### config.mk
export PLATFORM = sky130hd
export DESIGN_NAME = saddr_match_unit
export DESIGN_NICKNAME = d
export VERILOG_FILES = /design/src/rtl/saddr_pkg.sv /design/src/rtl/saddr_edge_det.sv /design/src/rtl/saddr_shift_core.sv /design/src/rtl/saddr_match_ctrl.sv /design/src/rtl/saddr_match_unit.sv
export SDC_FILE = /design/constraint.sdc
export NUM_CORES = 1
export LEC_CHECK = 0
export BUFFER_PORTS_ARGS = -buffer_cell sky130_fd_sc_hd__buf_2
export CAP_MARGIN = 20
export CORE_MARGIN = 1
export CORE_UTILIZATION = 47
export CTS_CLUSTER_DIAMETER = 50
export CTS_CLUSTER_SIZE = 20
export DETAILED_ROUTE_END_ITERATION = 16
export HOLD_SLACK_MARGIN = 0.06
export PLACE_DENSITY = 0.78
export SLEW_MARGIN = 10
export SYNTH_ARGS = -nofsm -noshare
export SYNTH_HDL_FRONTEND = slang
export SYNTH_SLANG_ARGS = --single-unit
export TNS_END_PERCENT = 1
### constraint.sdc
create_clock -name clk -period 1.41 [get_ports clk]
set_input_delay 0.0705 -clock clk [delete_from_list [all_inputs] [get_ports clk]]
set_output_delay 0.0705 -clock clk [all_outputs]
set_load 0.02 [all_outputs]
### src/rtl/saddr_pkg.sv
package saddr_pkg;
    localparam int BYTE_W = 8;
    localparam int CNT_W  = $clog2(BYTE_W);

    typedef logic [BYTE_W-1:0] byte_t;

    typedef struct packed {
        byte_t            sr;
        logic [CNT_W-1:0] cnt;
        logic             active;
        logic             sdo;
        logic             done;
    } shift_st_t;

    typedef struct packed {
        logic addr;
        logic coi;
        logic rel;
        logic busy;
        logic irq;
    } match_st_t;

    function automatic logic addr_hit(byte_t rx, byte_t own, logic mask);
        logic hit;
        if (mask) hit = (rx[BYTE_W-1:1] == own[BYTE_W-1:1]);
        else      hit = (rx == own);
        return hit;
    endfunction
endpackage

### src/rtl/saddr_edge_det.sv
module saddr_edge_det #(
    parameter int STAGES = 2
) (
    input  logic clk,
    input  logic rst_n,
    input  logic sck_i,
    output logic rise_o,
    output logic fall_o
);
    typedef struct packed {
        logic [STAGES-1:0] sync;
        logic              prev;
    } edge_st_t;

    edge_st_t st_d, st_q;

    always_comb begin
        st_d      = st_q;
        st_d.sync = {st_q.sync[STAGES-2:0], sck_i};
        st_d.prev = st_q.sync[STAGES-1];
    end

    always_ff @(posedge clk or negedge rst_n) begin
        if (!rst_n) st_q <= '0;
        else        st_q <= st_d;
    end

    assign rise_o = st_q.sync[STAGES-1] & ~st_q.prev;
    assign fall_o = ~st_q.sync[STAGES-1] & st_q.prev;
endmodule

### src/rtl/saddr_shift_core.sv
module saddr_shift_core
    import saddr_pkg::*;
(
    input  logic  clk,
    input  logic  rst_n,
    input  logic  load_i,
    input  byte_t load_data_i,
    input  logic  rise_i,
    input  logic  fall_i,
    input  logic  sdi_i,
    output logic  sdo_o,
    output byte_t data_o,
    output logic  done_o
);
    shift_st_t st_d, st_q;

    always_comb begin
        st_d      = st_q;
        st_d.done = 1'b0;
        if (load_i) begin
            st_d.sr     = load_data_i;
            st_d.cnt    = '0;
            st_d.active = 1'b1;
            st_d.sdo    = load_data_i[BYTE_W-1];
        end else if (st_q.active) begin
            if (rise_i) begin
                st_d.sr = {st_q.sr[BYTE_W-2:0], sdi_i};
                if (st_q.cnt == CNT_W'(BYTE_W-1)) begin
                    st_d.active = 1'b0;
                    st_d.done   = 1'b1;
                    st_d.cnt    = '0;
                end else begin
                    st_d.cnt = st_q.cnt + 1'b1;
                end
            end else if (fall_i) begin
                st_d.sdo = st_q.sr[BYTE_W-1];
            end
        end
    end

    always_ff @(posedge clk or negedge rst_n) begin
        if (!rst_n) begin
            st_q     <= '0;
            st_q.sdo <= 1'b1;
        end else begin
            st_q <= st_d;
        end
    end

    assign sdo_o  = st_q.sdo;
    assign data_o = st_q.sr;
    assign done_o = st_q.done;
endmodule

### src/rtl/saddr_match_ctrl.sv
module saddr_match_ctrl
    import saddr_pkg::*;
(
    input  logic  clk,
    input  logic  rst_n,
    input  logic  start_i,
    input  logic  wr_i,
    input  logic  addr_byte_i,
    input  logic  done_i,
    input  byte_t rx_i,
    input  byte_t own_addr_i,
    input  logic  mask_lsb_i,
    input  logic  wake_en_i,
    input  logic  rel_sel_i,
    input  logic  busy_en_i,
    input  logic  release_i,
    output logic  coi_o,
    output logic  rel_o,
    output logic  busy_o,
    output logic  irq_o
);
    match_st_t st_d, st_q;
    logic      hit;

    assign hit = addr_hit(rx_i, own_addr_i, mask_lsb_i);

    always_comb begin
        st_d     = st_q;
        st_d.irq = 1'b0;
        if (start_i) begin
            st_d.addr = addr_byte_i;
            if (addr_byte_i) st_d.coi = 1'b0;
        end
        if (done_i) begin
            if (st_q.addr) begin
                if (hit) st_d.coi = 1'b1;
                else     st_d.rel = 1'b0;
            end
            if (busy_en_i) st_d.busy = 1'b1;
            if (!rel_sel_i && (!wake_en_i || (st_q.addr && hit)))
                st_d.irq = 1'b1;
        end
        if (release_i) begin
            st_d.rel = 1'b1;
            if (rel_sel_i) st_d.irq = 1'b1;
        end
        if (wr_i) st_d.busy = 1'b0;
    end

    always_ff @(posedge clk or negedge rst_n) begin
        if (!rst_n) st_q <= '0;
        else        st_q <= st_d;
    end

    assign coi_o  = st_q.coi;
    assign rel_o  = st_q.rel;
    assign busy_o = st_q.busy;
    assign irq_o  = st_q.irq;
endmodule

### src/rtl/saddr_match_unit.sv
module saddr_match_unit
    import saddr_pkg::*;
#(
    parameter int SYNC_STAGES = 2
) (
    input  logic        clk,
    input  logic        rst_n,
    input  logic        chan_en,
    input  logic        wr_data,
    input  logic [7:0]  wr_byte,
    input  logic        addr_byte,
    input  logic [7:0]  slave_addr,
    input  logic        mask_lsb,
    input  logic        wake_en,
    input  logic        rel_irq_sel,
    input  logic        busy_en,
    input  logic        bus_release,
    input  logic        sck,
    input  logic        sdi,
    output logic        sdo,
    output logic [7:0]  rx_byte,
    output logic        xfer_done,
    output logic        coi,
    output logic        rel_flag,
    output logic        busy,
    output logic        irq
);
    logic sck_rise, sck_fall, start;

    assign start = wr_data & chan_en;

    saddr_edge_det #(.STAGES(SYNC_STAGES)) u_edge (
        .clk    (clk),
        .rst_n  (rst_n),
        .sck_i  (sck),
        .rise_o (sck_rise),
        .fall_o (sck_fall)
    );

    saddr_shift_core u_shift (
        .clk         (clk),
        .rst_n       (rst_n),
        .load_i      (start),
        .load_data_i (wr_byte),
        .rise_i      (sck_rise),
        .fall_i      (sck_fall),
        .sdi_i       (sdi),
        .sdo_o       (sdo),
        .data_o      (rx_byte),
        .done_o      (xfer_done)
    );

    saddr_match_ctrl u_ctrl (
        .clk         (clk),
        .rst_n       (rst_n),
        .start_i     (start),
        .wr_i        (wr_data),
        .addr_byte_i (addr_byte),
        .done_i      (xfer_done),
        .rx_i        (rx_byte),
        .own_addr_i  (slave_addr),
        .mask_lsb_i  (mask_lsb),
        .wake_en_i   (wake_en),
        .rel_sel_i   (rel_irq_sel),
        .busy_en_i   (busy_en),
        .release_i   (bus_release),
        .coi_o       (coi),
        .rel_o       (rel_flag),
        .busy_o      (busy),
        .irq_o       (irq)
    );
endmodule

Word-level counts from Yosys, hierarchy flattened
Index checks and enable logic that the tools add are counted.
Widths: inputs -> output; s select.
- register bits: 22
- input bits: 28
- output and inout port bits: 14
- word-level logic and storage cells: 62
- $add $sub $neg: 1
- equal/unequal tests: 5
- mux-type cells: 23
- bitwise operators: 5
- reduce and logical (&&, ||, !) cells: 16
- operator list (operator ; count):
    $mux 1 ; 17
    $mux 14 ; 1
    $reduce_bool 2->1 ; 7
    $mux 13 ; 1
    $mux 12 ; 1
    $eq 8x8->1 ; 1
    $eq 7x7->1 ; 1
    $reduce_and 3->1 ; 2
    $mux 4 ; 1
    $reduce_and 2->1 ; 2
    $add 3x1->3 const B ; 1
    $and 1x1->1 ; 3
    $eq 3x3->1 const B ; 1
    $mux 3 ; 1
    $logic_and 1x1->1 ; 2
    $logic_not 1->1 ; 2
    $mux 2 ; 1
    $ne 2x1->1 const B ; 1
    $ne 2x2->1 const B ; 1
    $not 1->1 ; 2
    $logic_or 1x1->1 ; 1

Longest topological paths before layout
- word-level depth: 9
- depth in mapped cells: 5
- mapped depth without buffers: 5

By module
From an unflattened synthesis, not the netlist that was laid out.
- cells, all modules: 105
- area, all modules: 1088.5 µm²
- modules (own cells, without submodules) (module ; times used ; cells each ; area an instance (µm²) ; sequential area each (µm²)):
    saddr_shift_core ; 1 ; 69 ; 706.9 ; 351.6
    saddr_match_ctrl ; 1 ; 30 ; 285.3 ; 125.1
    saddr_edge_det ; 1 ; 5 ; 90.1 ; 75.1
    saddr_match_unit ; 1 ; 1 ; 6.3 ; 0.0

Worst setup path after synthesis
OpenSTA, ideal clock, no wires.
- path type: reg2reg
- start: register u_shift.st_q[3] in the netlist's numbering
- end: register u_shift.st_q[3] in the netlist's numbering
- library setup time: 0.077 ns
- arrival: 1.200 ns
- data required time: 1.333 ns
- slack: 0.133 ns
- cell stages (with the launch flop): 5
- buffers on the path: 0
- clock period less this slack: 1.277 ns
- path through: dfrtp_1 > ha_1 > ha_1 > or3_1 > a21oi_1
- cells in the longest elaborated chain, start to end: 5
- elaborated cells on any way between the ends: 6
- those cells by class: 1 x add/sub; 1 x eq/ne; 4 x mux
- RTL lines (item ; RTL line ; RTL):
    from (decl) ; saddr_shift_core.sv:15 ; shift_st_t st_d, st_q;
    from (signal assigned) ; saddr_shift_core.sv:46 ; st_q <= st_d;
    $add 3x1->3 or $eq 3x3->1 (tied branches) ; saddr_shift_core.sv:33, saddr_shift_core.sv:28 ;
    $mux 3 (*) ; saddr_shift_core.sv:28 ; if (st_q.cnt == CNT_W'(BYTE_W-1)) begin
    $mux 12 (*) ; saddr_shift_core.sv:26 ; if (rise_i) begin
    $mux 14 (*) ; saddr_shift_core.sv:25 ; end else if (st_q.active) begin
    $mux 13 (*) ; saddr_shift_core.sv:20 ; if (load_i) begin
Mark *: on every way between the ends. The rest lies on a longest branch, timed or not. The select of a mux whose other input is x is not followed.
A chain may end at the register's enable or synchronous reset.

Final worst setup path
Same ends and word-level chain as after synthesis.

==> impl_metrics.ini <==
[outcome]
status = finished clean

[finish]
drive_above_1_share = 0.342
area_delta_synth_final_pct = 37.6
fin_area_mm2 = 0.00147
nets = 189
antenna_cells = 0
num-fill-cells = 152

[run]
drv_cap = 0

[critical_path]
timing.rr.end = u_shift.st_q[3]$_DFFE_PN0P_
path_common_cell = ha_1
crit_fanout = 3
cp-end-kind = register
cp-start-kind = register
max_stage_delay_ns = 0.42
rrSetupSlack_ns = 0.03
r2r-start = u_shift.st_q[3]$_DFFE_PN0P_
path_class = reg2reg
reg2reg_depth = 4
arrival_ns = 1.63
crit_required_ns = 1.65
crit_chain = ha_1 > ha_1 > or3_1 > a21oi_1
crit_slowest_cell = dfrtp_1

[sta]
slew-limit-headroom = 0.683
fin_crit_ns = 1.38
hold_viol = 0
min_period_over_period = 0.981
rsz0062_at_grt = yes
hold_slack_ns = 0.0713
setup_slack_ns = 0.0270
finClkSkew_ns = 0.00466
max_clock_freq_mhz = 723
setup_violations = 0
drv_slew = 0
worst_slew_pin_slew_ns = 0.476

[floorplan]
ios = 42
start_util = 0.523
coreArea_mm2 = 0.00204
die_w_um = 49.7
die_area_mm2 = 0.00247
fp-row-count = 16
fp.dieH_um = 49.7

[cts]
cts_buffer_depth = 2
cts_sinks = 22
cts_buffers = 3
insertion_delay_ns = 0.31
path_clk_slew_ns = 0.12
h-tree-depth = 1
cts-root-buf = clkbuf_4
cts_tree = yes

[yosys]
synthDistinctLibCells = 22
syn_inst = 105
synth_top_area_frac = 0.492
yosys_warnings = 0
synth.most_common_cell = dfrtp_1
synth_top_area_cell = dfrtp_1
synthArstFlopShare = 1.00
synth_commonest_cells = dfrtp_1, a21oi_1, nand2_1, nor2_1
ys_ff_latch = 22
syn_nets = 135
ys_seq_area_frac = 0.517
synth-main-ff-cell = dfrtp_1
synth_enable_flop_cells = 0
synth.avg_cell_area_um2 = 10.2
ys_top_cells_by_area = dfrtp_1, mux2i_1, a21oi_1
syn_area_mm2 = 0.00107

[grt]
antenna_found_initial = 0
grt_max_degree = 23
grt_first_pass_wirelength_um = 3900
grt_pass1_vias = 917
grt_usage = 0.211
grt_overflow = 0

[drt]
avgViaCountPerCell = 4.87
first_pass_iters = 4
drtIter0Drc = 7
wire_per_inst_um = 12.2
wl_um = 2260
drcViolationCount = 0
ant_nets = 0
dr_total_vias = 901

[place]
port_buffers = 41
place_worst_setup_slack_ns = 0.0120
gp_congestion = 0.782
place_area_mm2 = 0.00127
hpwl_um = 1610

[hold_path]
hold_depth = 3
hold_path.class = in2reg
holdPathEnd = u_shift.data_o[0]$_DFFE_PN0P_
hp-start = sdi

[pwr]
cellPowerDensity_mw_per_mm2 = 1000
p_leak_uw = 0.000748
ir_worst_vdd_mv = 0.792
fin_total_pwr_uw = 1470
==> sequential cells by signal (all words and copies together) (netlist names) <==
| signal | flops |
|---|---|
| u_shift.done_o | 1 |
| u_shift.data_o | 8 |
| u_shift.st_q | 4 |
| u_ctrl.coi_o | 1 |
| u_ctrl.rel_o | 1 |
| u_shift.sdo_o | 1 |
| u_edge.st_q | 1 |
| u_ctrl.st_q | 1 |
| u_edge.st_d | 2 |
| u_ctrl.busy_o | 1 |
| u_ctrl.irq_o | 1 |
==> worst max-delay path by stage <==
| stage | from | end | slack, ns | depth (start not counted) |
|---|---|---|---|---|
| 2_1_floorplan | u_shift.st_q[3]$_DFFE_PN0P_ | u_shift.st_q[3]$_DFFE_PN0P_ | 0.13 | 4 |
| 3_3_place_gp | u_shift.data_o[7]$_DFFE_PN0P_ | u_ctrl.irq_o$_DFF_PN0_ | 0.1 | 4 |
| 3_5_place_dp | u_shift.data_o[7]$_DFFE_PN0P_ | u_ctrl.irq_o$_DFF_PN0_ | 0.01 | 4 |
| 4_1_cts | u_shift.data_o[6]$_DFFE_PN0P_ | u_ctrl.irq_o$_DFF_PN0_ | 0.004 | 4 |
| 5_1_grt | u_shift.data_o[7]$_DFFE_PN0P_ | u_ctrl.irq_o$_DFF_PN0_ | -0.09 | 4 |
| 6_report | u_shift.st_q[3]$_DFFE_PN0P_ | u_shift.st_q[3]$_DFFE_PN0P_ | 0.03 | 4 |
==> metal layers <==
layer | vias up | GRT usage | part of all wire
met5 | - | 0 | 0
met4 | 0 | 0.0762 | 0.0062
met3 | 2 | 0.0494 | 0.064
met2 | 38 | 0.360 | 0.50
li1 | 454 | - | -
met1 | 407 | 0.258 | 0.43
==> critical path, delay by kind of cell (launching register included) <==
kind	cells	cell delay [ns]
AOI/OAI and AO/OA	1	0.13
DFF	1	0.42
adders and majority gates	2	0.40
and+or+nand+nor	1	0.38
==> cells by family (layout without fill, tap and decap cells) <==
logic type | count (synthesis) | in the layout | share of synthesized area
xor+xnor | 8 | 8 | 0.0657
mux | 9 | 9 | 0.0844
simple gates | 35 | 35 | 0.145
fa+ha+maj | 2 | 2 | 0.0234
compound gates | 18 | 18 | 0.0938
flops | 22 | 22 | 0.517
buf+inv | 11 | 64 | 0.0703
==> where the power goes <==
part	total [uW]	internal, uW	switching (uW)
combinational	371	178	193
sequential	754	697	56.6
clock	349	158	192
==> timing repair <==
item	in CTS	in global routing
hold endpoints to repair	37	0
hold buffers	15	0
gates resized for setup	0	2
pin swaps	2	4
endpoints found under the setup margin	1	6
buffers inserted	1	0
==> cell type report <==
cell class,instances,area (um2),share of cell area
Timing Repair Buffer,60,398,0.271
Tap cell,27,33.8,0.0230
Multi-Input combinational cell,72,449,0.306
Sequential cell,22,552,0.376
Clock buffer,4,36.3,0.0247
==> through the flow <==
stage / instances / utilization / TNS [ns]
floorplan: 105 / - / 0
global placement: 165 / 0.620 / 0
detailed placement: 165 / 0.620 / 0
CTS: 185 / 0.715 / 0
global route: 185 / 0.719 / -0.193
finish: 185 / 0.719 / 0
==> layout by cell type (no fill, tap or decap), types with 2 or more instances in the layout <==
master and n:
dfrtp_1 21, buf_4 3, dlygate4sd3_1 15, nor2_1 12, a21oi_1 15, buf_2 41, mux2i_1 9, ha_1 2
nand2_1 13, clkbuf_4 3, nand3_1 2, xor2_1 7
No activity file was read; power rests on OpenSTA's default activity.
